===== src/rtl/sftx_pkg.sv =====
package sftx_pkg;
  typedef enum logic [1:0] {
    ST_IDLE = 2'd0,
    ST_SEND = 2'd1,
    ST_BRK  = 2'd2,
    ST_MARK = 2'd3
  } sftx_st_e;

  localparam logic [1:0] ADDR_CTRL = 2'd0;
  localparam logic [1:0] ADDR_FMT  = 2'd1;
  localparam logic [1:0] ADDR_DATA = 2'd2;

  localparam int CB_IE_EMPTY = 7;
  localparam int CB_IE_DONE  = 6;
  localparam int CB_TX_EN    = 3;
  localparam int CB_BRK      = 0;

  localparam int FB_ODD  = 0;
  localparam int FB_PAR  = 1;
  localparam int FB_LONG = 2;
endpackage


===== src/rtl/sftx_regs.sv =====
module sftx_regs
  import sftx_pkg::*;
#(
  parameter int DW = 9
) (
  input  logic          clk,
  input  logic          rst_n,
  input  logic          wr_en,
  input  logic [1:0]    wr_addr,
  input  logic [DW-1:0] wr_data,
  input  logic          load,
  input  logic          frame_end,
  output logic [7:0]    ctrl,
  output logic [2:0]    fmt,
  output logic [DW-1:0] tbuf,
  output logic          buf_full,
  output logic          tc
);
  logic [7:0]    ctrl_n;
  logic [2:0]    fmt_n;
  logic [DW-1:0] tbuf_n;
  logic          full_n, tc_n;
  logic          wr_data_sel;

  assign wr_data_sel = wr_en && (wr_addr == ADDR_DATA);

  always_comb begin
    ctrl_n = ctrl;
    fmt_n  = fmt;
    tbuf_n = tbuf;
    full_n = buf_full;
    tc_n   = tc;
    if (load)                   full_n = 1'b0;
    if (frame_end && !buf_full) tc_n   = 1'b1;
    if (wr_en && wr_addr == ADDR_CTRL) ctrl_n = wr_data[7:0];
    if (wr_en && wr_addr == ADDR_FMT)  fmt_n  = wr_data[2:0];
    if (wr_data_sel) begin
      tbuf_n = wr_data;
      full_n = 1'b1;
      tc_n   = 1'b0;
    end
  end

  always_ff @(posedge clk or negedge rst_n) begin
    if (!rst_n) begin
      ctrl     <= '0;
      fmt      <= '0;
      tbuf     <= '0;
      buf_full <= 1'b0;
      tc       <= 1'b1;
    end else begin
      ctrl     <= ctrl_n;
      fmt      <= fmt_n;
      tbuf     <= tbuf_n;
      buf_full <= full_n;
      tc       <= tc_n;
    end
  end
endmodule


===== src/rtl/sftx_framer.sv =====
module sftx_framer
  import sftx_pkg::*;
#(
  parameter int DW = 9,
  parameter int FW = DW + 2
) (
  input  logic [DW-1:0] data,
  input  logic [2:0]    fmt,
  output logic [FW-1:0] frame,
  output logic [3:0]    len
);
  int   nd;
  logic par;

  always_comb begin
    nd  = fmt[FB_LONG] ? DW : DW - 1;
    if (fmt[FB_PAR]) nd = nd - 1;
    par = fmt[FB_ODD];
    for (int i = 0; i < DW; i++)
      if (i < nd) par = par ^ data[i];
    frame    = '1;
    frame[0] = 1'b0;
    for (int i = 0; i < DW; i++) begin
      if (i < nd)                        frame[i+1] = data[i];
      else if (i == nd && fmt[FB_PAR])   frame[i+1] = par;
    end
    len = fmt[FB_LONG] ? 4'(FW) : 4'(FW - 1);
  end
endmodule


===== src/rtl/sftx_shifter.sv =====
module sftx_shifter
  import sftx_pkg::*;
#(
  parameter int OVS = 16,
  parameter int FW  = 11
) (
  input  logic          clk,
  input  logic          rst_n,
  input  logic          baud_tick,
  input  logic          tx_en,
  input  logic          brk,
  input  logic          buf_full,
  input  logic [FW-1:0] frame,
  input  logic [3:0]    len,
  output logic          txd,
  output logic          load,
  output logic          frame_end
);
  localparam int SUBW = (OVS > 1) ? $clog2(OVS) : 1;
  localparam logic [SUBW-1:0] SUB_LAST = SUBW'(OVS - 1);

  sftx_st_e      st, st_n;
  logic [SUBW-1:0] sub, sub_n;
  logic [3:0]    left, left_n;
  logic [FW-1:0] sh, sh_n;
  logic          bit_end;

  assign bit_end = baud_tick && (sub == SUB_LAST);

  always_comb begin
    st_n      = st;
    sub_n     = sub;
    left_n    = left;
    sh_n      = sh;
    load      = 1'b0;
    frame_end = 1'b0;
    if (st != ST_IDLE && baud_tick)
      sub_n = bit_end ? '0 : sub + 1'b1;
    unique case (st)
      ST_IDLE: begin
        if (tx_en && brk) begin
          st_n   = ST_BRK;
          left_n = len;
          sub_n  = '0;
        end else if (tx_en && buf_full) begin
          st_n   = ST_SEND;
          left_n = len;
          sh_n   = frame;
          sub_n  = '0;
          load   = 1'b1;
        end
      end
      ST_SEND: if (bit_end) begin
        sh_n   = {1'b1, sh[FW-1:1]};
        left_n = left - 1'b1;
        if (left == 4'd1) begin
          st_n      = ST_IDLE;
          frame_end = 1'b1;
        end
      end
      ST_BRK: if (bit_end) begin
        left_n = left - 1'b1;
        if (left == 4'd1) st_n = ST_MARK;
      end
      ST_MARK: if (bit_end) st_n = ST_IDLE;
      default: st_n = ST_IDLE;
    endcase
  end

  always_ff @(posedge clk or negedge rst_n) begin
    if (!rst_n) begin
      st   <= ST_IDLE;
      sub  <= '0;
      left <= '0;
      sh   <= '1;
    end else begin
      st   <= st_n;
      sub  <= sub_n;
      left <= left_n;
      sh   <= sh_n;
    end
  end

  assign txd = (st == ST_SEND) ? sh[0] : (st != ST_BRK);
endmodule


===== src/rtl/sftx_top.sv =====
module sftx_top
  import sftx_pkg::*;
#(
  parameter int OVS = 16,
  parameter int DW  = 9
) (
  input  logic          clk,
  input  logic          rst_n,
  input  logic          baud_tick,
  input  logic          wr_en,
  input  logic [1:0]    wr_addr,
  input  logic [DW-1:0] wr_data,
  output logic          txd,
  output logic [7:0]    ctrl_out,
  output logic [2:0]    fmt_out,
  output logic          flag_empty,
  output logic          flag_done,
  output logic          irq_tx,
  output logic          irq_tc
);
  localparam int FW = DW + 2;

  logic [DW-1:0] tbuf;
  logic [FW-1:0] frame;
  logic [3:0]    len;
  logic          buf_full, tc, load, frame_end;

  sftx_regs #(.DW(DW)) u_regs (
    .clk(clk), .rst_n(rst_n), .wr_en(wr_en), .wr_addr(wr_addr),
    .wr_data(wr_data), .load(load), .frame_end(frame_end),
    .ctrl(ctrl_out), .fmt(fmt_out), .tbuf(tbuf),
    .buf_full(buf_full), .tc(tc)
  );

  sftx_framer #(.DW(DW), .FW(FW)) u_framer (
    .data(tbuf), .fmt(fmt_out), .frame(frame), .len(len)
  );

  sftx_shifter #(.OVS(OVS), .FW(FW)) u_shift (
    .clk(clk), .rst_n(rst_n), .baud_tick(baud_tick),
    .tx_en(ctrl_out[CB_TX_EN]), .brk(ctrl_out[CB_BRK]),
    .buf_full(buf_full), .frame(frame), .len(len),
    .txd(txd), .load(load), .frame_end(frame_end)
  );

  assign flag_empty = !buf_full;
  assign flag_done  = tc;
  assign irq_tx     = flag_empty && ctrl_out[CB_IE_EMPTY];
  assign irq_tc     = flag_done && ctrl_out[CB_IE_DONE];
endmodule


===== config.mk =====
export PLATFORM = sky130hd
export DESIGN_NAME = sftx_top
export DESIGN_NICKNAME = d
export VERILOG_FILES = /design/src/rtl/sftx_pkg.sv /design/src/rtl/sftx_regs.sv /design/src/rtl/sftx_framer.sv /design/src/rtl/sftx_shifter.sv /design/src/rtl/sftx_top.sv
export SDC_FILE = /design/constraint.sdc
export NUM_CORES = 1
export LEC_CHECK = 0
export BUFFER_PORTS_ARGS = -buffer_cell sky130_fd_sc_hd__buf_2
export CORE_MARGIN = 10
export CORE_UTILIZATION = 51
export DETAILED_ROUTE_END_ITERATION = 8
export PLACE_DENSITY = 0.71
export SYNTH_ARGS = -nofsm -noshare
export SYNTH_HDL_FRONTEND = slang
export SYNTH_SLANG_ARGS = --single-unit

===== constraint.sdc =====
create_clock -name clk -period 1.7 [get_ports clk]
set_input_delay 0.17 -clock clk [delete_from_list [all_inputs] [get_ports clk]]
set_output_delay 0.17 -clock clk [all_outputs]
set_load 0.02 [all_outputs]

Word-level counts from Yosys, hierarchy flattened
Index checks and enable logic that the tools add are counted.
{"block": "totals", "register_bits": 43, "in_bits": 15, "word_cells": 149}
{"block": "op_classes", "n_addsub": 3, "n_lt_le_gt_ge": 9, "n_eq_ne": 25, "muxes": 62, "bitwise_logic": 9, "n_reduce_logical": 32}
{"op": "equality test 4 x 32 -> 1 bit (first input constant)", "n": 4}
{"op": "less-than comparator 4 x 32 -> 1 bit (first input constant)", "n": 4}
{"op": "equality test 3 x 32 -> 1 bit (first input constant)", "n": 2}
{"op": "less-than comparator 3 x 32 -> 1 bit (first input constant)", "n": 2}
{"op": "2-to-1 mux 1 bit", "n": 40}
{"op": "2-to-1 mux 11 bit", "n": 3}
{"op": "equality test 2 x 32 -> 1 bit (first input constant)", "n": 1}
{"op": "equality test 5 x 32 -> 1 bit (first input constant)", "n": 1}
{"op": "logical NOT 32 bit", "n": 1}
{"op": "less-than comparator 1 x 32 -> 1 bit (first input constant)", "n": 1}
{"op": "less-than comparator 2 x 32 -> 1 bit (first input constant)", "n": 1}
{"op": "less-than comparator 5 x 32 -> 1 bit (first input constant)", "n": 1}
{"op": "2-to-1 mux 32 bit", "n": 1}
{"op": "2-to-1 mux 4 bit", "n": 8}
{"op": "subtractor 32 x 2 -> 32 bit (second input constant)", "n": 1}
{"op": "case mux 11 bit (2 select lines)", "n": 1}
{"op": "logical AND 1 bit", "n": 19}
{"op": "2-to-1 mux 2 bit", "n": 7}
{"op": "inequality test 2 x 1 -> 1 bit (second input constant)", "n": 7}
{"op": "nonzero test 2 bit", "n": 5}
{"op": "XOR 1 bit", "n": 9}
{"op": "case mux 2 bit (4 select lines)", "n": 1}
{"op": "case mux 4 bit (2 select lines)", "n": 1}
{"op": "equality test 2 bit (second input constant)", "n": 3}
{"op": "other kinds (13)", "n": 16}

Depth between registers and ports, before layout
{"block": "logic_depth", "ltp_word": 26, "ltp_mapped": 9, "mapped_depth_nobuf": 7}

By module
A second synthesis with hierarchy kept.
{"block": "unflattened", "cells_unflattened": 249, "area_unflattened_um2": 2616.3}
{"mod": "sftx_shifter", "n_inst": 1, "cells_per_inst": 145, "area_each_um2": 1395.1}
{"mod": "sftx_regs", "n_inst": 1, "cells_per_inst": 50, "area_each_um2": 844.6}
{"mod": "sftx_framer", "n_inst": 1, "cells_per_inst": 51, "area_each_um2": 360.3}
{"mod": "sftx_top", "n_inst": 1, "cells_per_inst": 3, "area_each_um2": 16.3}

Worst setup path before layout
No wires, ideal clock.
{"block": "synth_path", "path_kind": "reg2reg", "from": "reg u_regs.fmt[2]", "to": "reg u_shift.sh[8]", "arrival_ns": 1.755, "required_time_ns": 1.639, "path_slack_ns": -0.116, "path_stages_with_launch": 8, "path_buffers": 0, "cell_sequence": "dfrtp_1 inv_1 ha_1 nand2b_1 xnor2_1 xor3_1 a211o_1 nand2_1"}
{"block": "synth_between", "elab_chain_len": 26}
{"element": "start: declaration", "line": "sftx_regs.sv:14", "text": "output logic [2:0] fmt,"}
{"element": "start signal: assignment", "line": "sftx_regs.sv:53", "text": "fmt <= fmt_n;"}
{"element": "2-to-1 mux 1 bit *", "line": "sftx_framer.sv:16", "text": "nd = fmt[FB_LONG] ? DW : DW - 1;"}
{"element": "subtractor 32 x 2 -> 32 bit", "line": "sftx_framer.sv:17", "text": "if (fmt[FB_PAR]) nd = nd - 1;"}
{"element": "2-to-1 mux 32 bit *", "line": "sftx_framer.sv:17"}
{"element": "less-than comparator 1 x 32 -> 1 bit", "line": "sftx_framer.sv:20", "text": "if (i < nd) par = par ^ data[i];"}
{"element": "2-to-1 mux 1 bit", "line": "sftx_framer.sv:20"}
{"element": "XOR 1 bit", "line": "sftx_framer.sv:20"}
{"element": "2-to-1 mux 1 bit", "line": "sftx_framer.sv:20"}
{"element": "XOR 1 bit", "line": "sftx_framer.sv:20"}
{"element": "[... 10 more ...]"}
{"element": "2-to-1 mux 1 bit", "line": "sftx_framer.sv:20"}
{"element": "XOR 1 bit", "line": "sftx_framer.sv:20"}
{"element": "2-to-1 mux 1 bit", "line": "sftx_framer.sv:20"}
{"element": "2-to-1 mux 1 bit", "line": "sftx_framer.sv:25", "text": "else if (i == nd && fmt[FB_PAR]) frame[i+1] = par;"}
{"element": "2-to-1 mux 1 bit *", "line": "sftx_framer.sv:24", "text": "if (i < nd) frame[i+1] = data[i];"}
{"element": "2-to-1 mux 11 bit *", "line": "sftx_shifter.sv:45", "text": "end else if (tx_en && buf_full) begin"}
{"element": "2-to-1 mux 11 bit *", "line": "sftx_shifter.sv:41", "text": "if (tx_en && brk) begin"}
{"element": "case mux 11 bit (2 select lines) *", "line": "sftx_shifter.sv:39", "text": "unique case (st)"}
{"element": "end signal: assignment", "line": "sftx_shifter.sv:80", "text": "sh <= sh_n;"}
{"element": "end: declaration", "line": "sftx_shifter.sv:25", "text": "logic [FW-1:0] sh, sh_n;"}
Mark *: on every way between the ends. The rest lies on a longest branch, timed or not. The select of a mux whose other input is x is not followed.
A chain may end at the register's enable or synchronous reset.

Worst setup path after layout
Ends and elaborated chain as after synthesis.

==> report_table.html <==
<table>
<tr><th>Metric</th><th>Value</th></tr>
<tr><th colspan="2">Status</th></tr>
<tr><td>Result of the run</td><td>complete, but fails checks</td></tr>
<tr><td>Violated checks</td><td>setup timing</td></tr>
<tr><th colspan="2">Synth</th></tr>
<tr><td>Number of flops mapped to enable cells by yosys</td><td>0</td></tr>
<tr><td>Area leader, netlist</td><td>dfrtp_1</td></tr>
<tr><td>Post-Synthesis Net Count</td><td>230</td></tr>
<tr><td>Top post-synthesis cells by count</td><td>dfrtp_1 (31), mux2_2 (21), nor2_1 (15)</td></tr>
<tr><td>Post-Synthesis Mean Instance Area</td><td>11.1 µm²</td></tr>
<tr><td>Post-synth top flop</td><td>dfrtp_1</td></tr>
<tr><td>Largest cells by area after synthesis</td><td>dfrtp_1 (35%), dfstp_2 (13%), mux2_2 (11%)</td></tr>
<tr><td>Most numerous cell in the Yosys netlist</td><td>dfrtp_1</td></tr>
<tr><td>Total number of yosys warnings</td><td>0</td></tr>
<tr><td>Mapped Area</td><td>2250 µm²</td></tr>
<tr><td>Number of library cell types mapped by synthesis</td><td>43</td></tr>
<tr><td>Number of cells produced by synthesis</td><td>203</td></tr>
<tr><td>Number of storage elements in the synthesis netlist</td><td>42</td></tr>
<tr><td>Post-synthesis sequential area ratio</td><td>0.474</td></tr>
<tr><td>Yosys top cell area share</td><td>0.345</td></tr>
<tr><td>FFs w/ async S/R, synth</td><td>1.00</td></tr>
<tr><th colspan="2">Floorplanning</th></tr>
<tr><td>Site Rows</td><td>24</td></tr>
<tr><td>Height of the chip</td><td>86.4 µm</td></tr>
<tr><td>DIE WIDTH</td><td>86.4 µm</td></tr>
<tr><td>Core outline area</td><td>4320 µm²</td></tr>
<tr><td>Total Die Area</td><td>7460 µm²</td></tr>
<tr><td>Effective utilization at floorplan</td><td>0.519</td></tr>
<tr><td>Number of top-level design ports</td><td>31</td></tr>
<tr><th colspan="2">Global routing</th></tr>
<tr><td>Global route overflow</td><td>0</td></tr>
<tr><td>Global-route met3 utilization</td><td>0.0460</td></tr>
<tr><td>Initial antenna violation count</td><td>0</td></tr>
<tr><td>Global Route met2 Usage</td><td>0.240</td></tr>
<tr><td>Largest net degree at the start of global routing</td><td>18</td></tr>
<tr><td>GRT Util Overall</td><td>0.144</td></tr>
<tr><td>Layer with the highest usage</td><td>met2</td></tr>
<tr><td>GRT met1 Usage</td><td>0.171</td></tr>
<tr><td>Number of global-route vias before repair</td><td>1818</td></tr>
<tr><td>Wire length of the first global-routing pass</td><td>8680 µm</td></tr>
<tr><th colspan="2">Power and ir drop</th></tr>
<tr><td>Clock share of power</td><td>0.138</td></tr>
<tr><td>Net load switching power</td><td>1820 µW</td></tr>
<tr><td>Worst vdd ir</td><td>1100 µV</td></tr>
<tr><td>Pwr Density</td><td>1680 nW/µm²</td></tr>
<tr><td>Part of the power in registers</td><td>0.345</td></tr>
<tr><td>Cell internal power dissipation</td><td>2940 µW</td></tr>
<tr><td>Pleak</td><td>0.00131 µW</td></tr>
<tr><td>Share of total power in combinational logic</td><td>0.517</td></tr>
<tr><td>Net Sw Frac</td><td>0.382</td></tr>
<tr><th colspan="2">Critical path</th></tr>
<tr><td>Reg-to-Reg End</td><td>u_shift.sh[8]</td></tr>
<tr><td>Flop-to-flop setup slack</td><td>-1 ps</td></tr>
<tr><td>Critical path startpoint category</td><td>flip-flop</td></tr>
<tr><td>Chain of cells forming the critical path</td><td>buf_4 &gt; ha_1 &gt; nand2_1 &gt; xor3_1 &gt; a211o_1 &gt; nand2_1</td></tr>
<tr><td>Crit path DAT</td><td>1950 ps</td></tr>
<tr><td>Largest driver fanout on the critical path</td><td>4</td></tr>
<tr><td>Worst reg-to-reg path cell count</td><td>6</td></tr>
<tr><td>Buffers &amp; Inverters on Critical Path</td><td>1</td></tr>
<tr><td>Required time of the worst setup path</td><td>1950 ps</td></tr>
<tr><td>Critical Path End Type</td><td>flip-flop</td></tr>
<tr><td>Worst reg2reg path startpoint</td><td>u_regs.fmt[2]</td></tr>
<tr><td>Most used cell, CP</td><td>nand2_1</td></tr>
<tr><td>Critical-path cell with the highest stage delay</td><td>dfrtp_2</td></tr>
<tr><td>Largest delay contributor family on the critical path</td><td>flip-flops</td></tr>
<tr><td>Maximum single-stage delay on the critical path</td><td>420 ps</td></tr>
<tr><td>Setup CP Type</td><td>reg -&gt; reg</td></tr>
<tr><th colspan="2">Routing</th></tr>
<tr><td>Detailed-route wire length per cell</td><td>16.7 µm</td></tr>
<tr><td>Detailed-router iteration count before antenna repair</td><td>4</td></tr>
<tr><td>DRC errors left</td><td>0</td></tr>
<tr><td>Final wirelength</td><td>5290 µm</td></tr>
<tr><td>Initial DRC Count</td><td>105</td></tr>
<tr><td>Vias after detailed routing</td><td>1734</td></tr>
<tr><td>Number of antenna-violating nets in the routed design</td><td>0</td></tr>
<tr><td>Per-cell via count in the routed design</td><td>5.49</td></tr>
<tr><th colspan="2">Timing</th></tr>
<tr><td>RSZ-0062 raised after global routing</td><td>yes</td></tr>
<tr><td>Achievable clock frequency</td><td>588 MHz</td></tr>
<tr><td>Slew headroom</td><td>0.746</td></tr>
<tr><td>Slew at the pin closest to its max-slew limit</td><td>380 ps</td></tr>
<tr><td>Setup clock skew after layout</td><td>9.84 ps</td></tr>
<tr><td>Count of endpoints failing setup in the final report</td><td>1</td></tr>
<tr><td>Pins over their slew limit</td><td>0</td></tr>
<tr><td>Final Worst Setup Slack</td><td>-0.983 ps</td></tr>
<tr><td>Share of the cycle needed by the critical path after routing</td><td>1.00</td></tr>
<tr><td>Number of failing hold endpoints at the final stage</td><td>0</td></tr>
<tr><td>Shortest period the worst path allows</td><td>1700 ps</td></tr>
<tr><td>Worst hold margin</td><td>110 ps</td></tr>
<tr><th colspan="2">Clock network</th></tr>
<tr><td>Clock slew at reported path FFs</td><td>80 ps</td></tr>
<tr><td>Number of sinks on the clock net</td><td>42</td></tr>
<tr><td>TritonCTS clock tree</td><td>built</td></tr>
<tr><td>Deepest level of the CTS H-tree</td><td>2</td></tr>
<tr><td>Maximum buffer depth of the clock tree</td><td>2</td></tr>
<tr><td>Number of buffers inserted during clock tree synthesis</td><td>5</td></tr>
<tr><td>Clock latency of the later-clocked register in the worst-skew pair</td><td>300 ps</td></tr>
<tr><td>Root Driver</td><td>clkbuf_8</td></tr>
<tr><th colspan="2">Layout</th></tr>
<tr><td>Ant. Diodes</td><td>0</td></tr>
<tr><td>Net count, final</td><td>290</td></tr>
<tr><td>Filler Cell Count</td><td>363</td></tr>
<tr><td>Fraction of final layout cells sized beyond drive strength 1</td><td>0.443</td></tr>
<tr><td>Post-route standard cell area excluding fillers</td><td>2830 µm²</td></tr>
<tr><td>Area growth from synthesis to layout</td><td>26.1%</td></tr>
<tr><th colspan="2">Place</th></tr>
<tr><td>Final Wtd Congestion</td><td>0.755</td></tr>
<tr><td>Total cell area at the placement stage</td><td>2610 µm²</td></tr>
<tr><td>Pre-CTS WS</td><td>-59.1 ps</td></tr>
<tr><td>DPL Wire Length</td><td>3780 µm</td></tr>
<tr><td>Number of I/O port buffers</td><td>30</td></tr>
<tr><th colspan="2">Worst hold path</th></tr>
<tr><td>Hold Path Stages</td><td>2</td></tr>
<tr><td>Destination of the worst hold path</td><td>u_regs.tbuf[8]</td></tr>
<tr><td>Type of the worst min-delay path</td><td>in -&gt; reg</td></tr>
<tr><td>Startpoint of the most critical hold path</td><td>wr_data[8]</td></tr>
<tr><th colspan="2">Flow run</th></tr>
<tr><td>Number of maximum-capacitance violations</td><td>0</td></tr>
</table>
==> routing by layer <==
layer / wire length (µm) / part of all wire
met1: 2320 / 0.44
met2: 2650 / 0.50
met3: 222 / 0.042
met4: 97 / 0.018
met5: 0 / 0
==> how the worst max path moves through the flow <==
| stage | startpoint | to | cells after the start |
|---|---|---|---|
| final | u_regs.fmt[2] | u_shift.sh[8] | 6 |
| after global routing | u_regs.fmt[2] | u_shift.sh[8] | 7 |
| after CTS | u_regs.fmt[2] | u_shift.sh[8] | 7 |
| after detailed placement | u_regs.tbuf[4] | u_shift.sh[8] | 5 |
| after global placement | u_regs.tbuf[1] | u_shift.sh[8] | 5 |
| after floorplan | u_regs.fmt[1] | u_shift.sh[8] | 6 |
==> layout by cell type, fill, tap and decap left out, drive strengths merged, types with 2 or more instances in the layout <==
master | Yosys | routed
nor2b | 3 | 3
a21oi | 15 | 15
ha | 12 | 12
nor2 | 15 | 15
dfstp | 11 | 11
xor2 | 2 | 2
dfrtp | 31 | 31
nor3b | 2 | 2
mux2 | 21 | 21
buf | 5 | 61
o2bb2ai | 4 | 4
o21ai | 11 | 11
clkbuf | 4 | 5
clkinv | 0 | 2
mux2i | 10 | 10
nand3 | 5 | 5
nand3b | 3 | 3
inv | 9 | 9
and2 | 2 | 2
nand2 | 13 | 13
xnor2 | 5 | 5
==> repair_timing <==
action                     4_1_cts  5_1_grt
setup endpoints to repair        2       14
resized for setup                7       10
hold buffers                     1        0
hold endpoints to repair         9        0
pin swaps                        4        5
buffers inserted                 3        4
==> cells by family after synthesis <==
logic type               count (synthesis)  synth area share
AO/OA/AOI/OAI                           41             0.114
XOR/XNOR                                 9            0.0479
adder cells (fa/ha/maj)                 12            0.0669
buffers and inverters                   18            0.0351
flip-flops                              42             0.474
multiplexers                            31             0.150
AND/OR/NAND/NOR                         50             0.112
==> per-stage QoR <==
stage                     setup TNS [ps]  cells  total power, µW  utilization
after detailed placement           -59.1    300             3820        0.604
after floorplan                    -59.6    203             3040            -
after global placement             -18.8    300             3760        0.604
final                             -0.983    316             4750        0.655
after global routing                -217    316             5120        0.655
after CTS                              0    312             4560        0.639
==> power groups by stage <==
stage          Clock [µW]  Sequential (µW)  Combinational, µW
6_report              657             1640               2460
5_1_grt               705             1690               2720
4_1_cts               667             1620               2270
3_5_place_dp            0             1630               2190
3_3_place_gp            0             1620               2140
2_1_floorplan           0             1620               1410
==> registers in the layout (all words and copies together) (netlist names) <==
| register | cells |
|---|---|
| u_regs.ctrl | 8 |
| u_regs.fmt | 3 |
| u_regs.tbuf | 9 |
| u_shift.st | 2 |
| u_shift.left | 4 |
| u_regs.buf_full | 1 |
| u_shift.sub | 4 |
| u_shift.sh | 10 |
| u_regs.tc | 1 |
==> final cells by class <==
cell class	instances	area, µm²	area share
clock buffers	5	68.8	0.0243
clock inverters	3	21.3	0.00751
repair buffers	62	417	0.147
well taps	52	65.1	0.0230
multi-input cells	143	1160	0.409
flip-flops and latches	42	1070	0.377
inverters	9	33.8	0.0119
(Power assumes the default switching activity.)
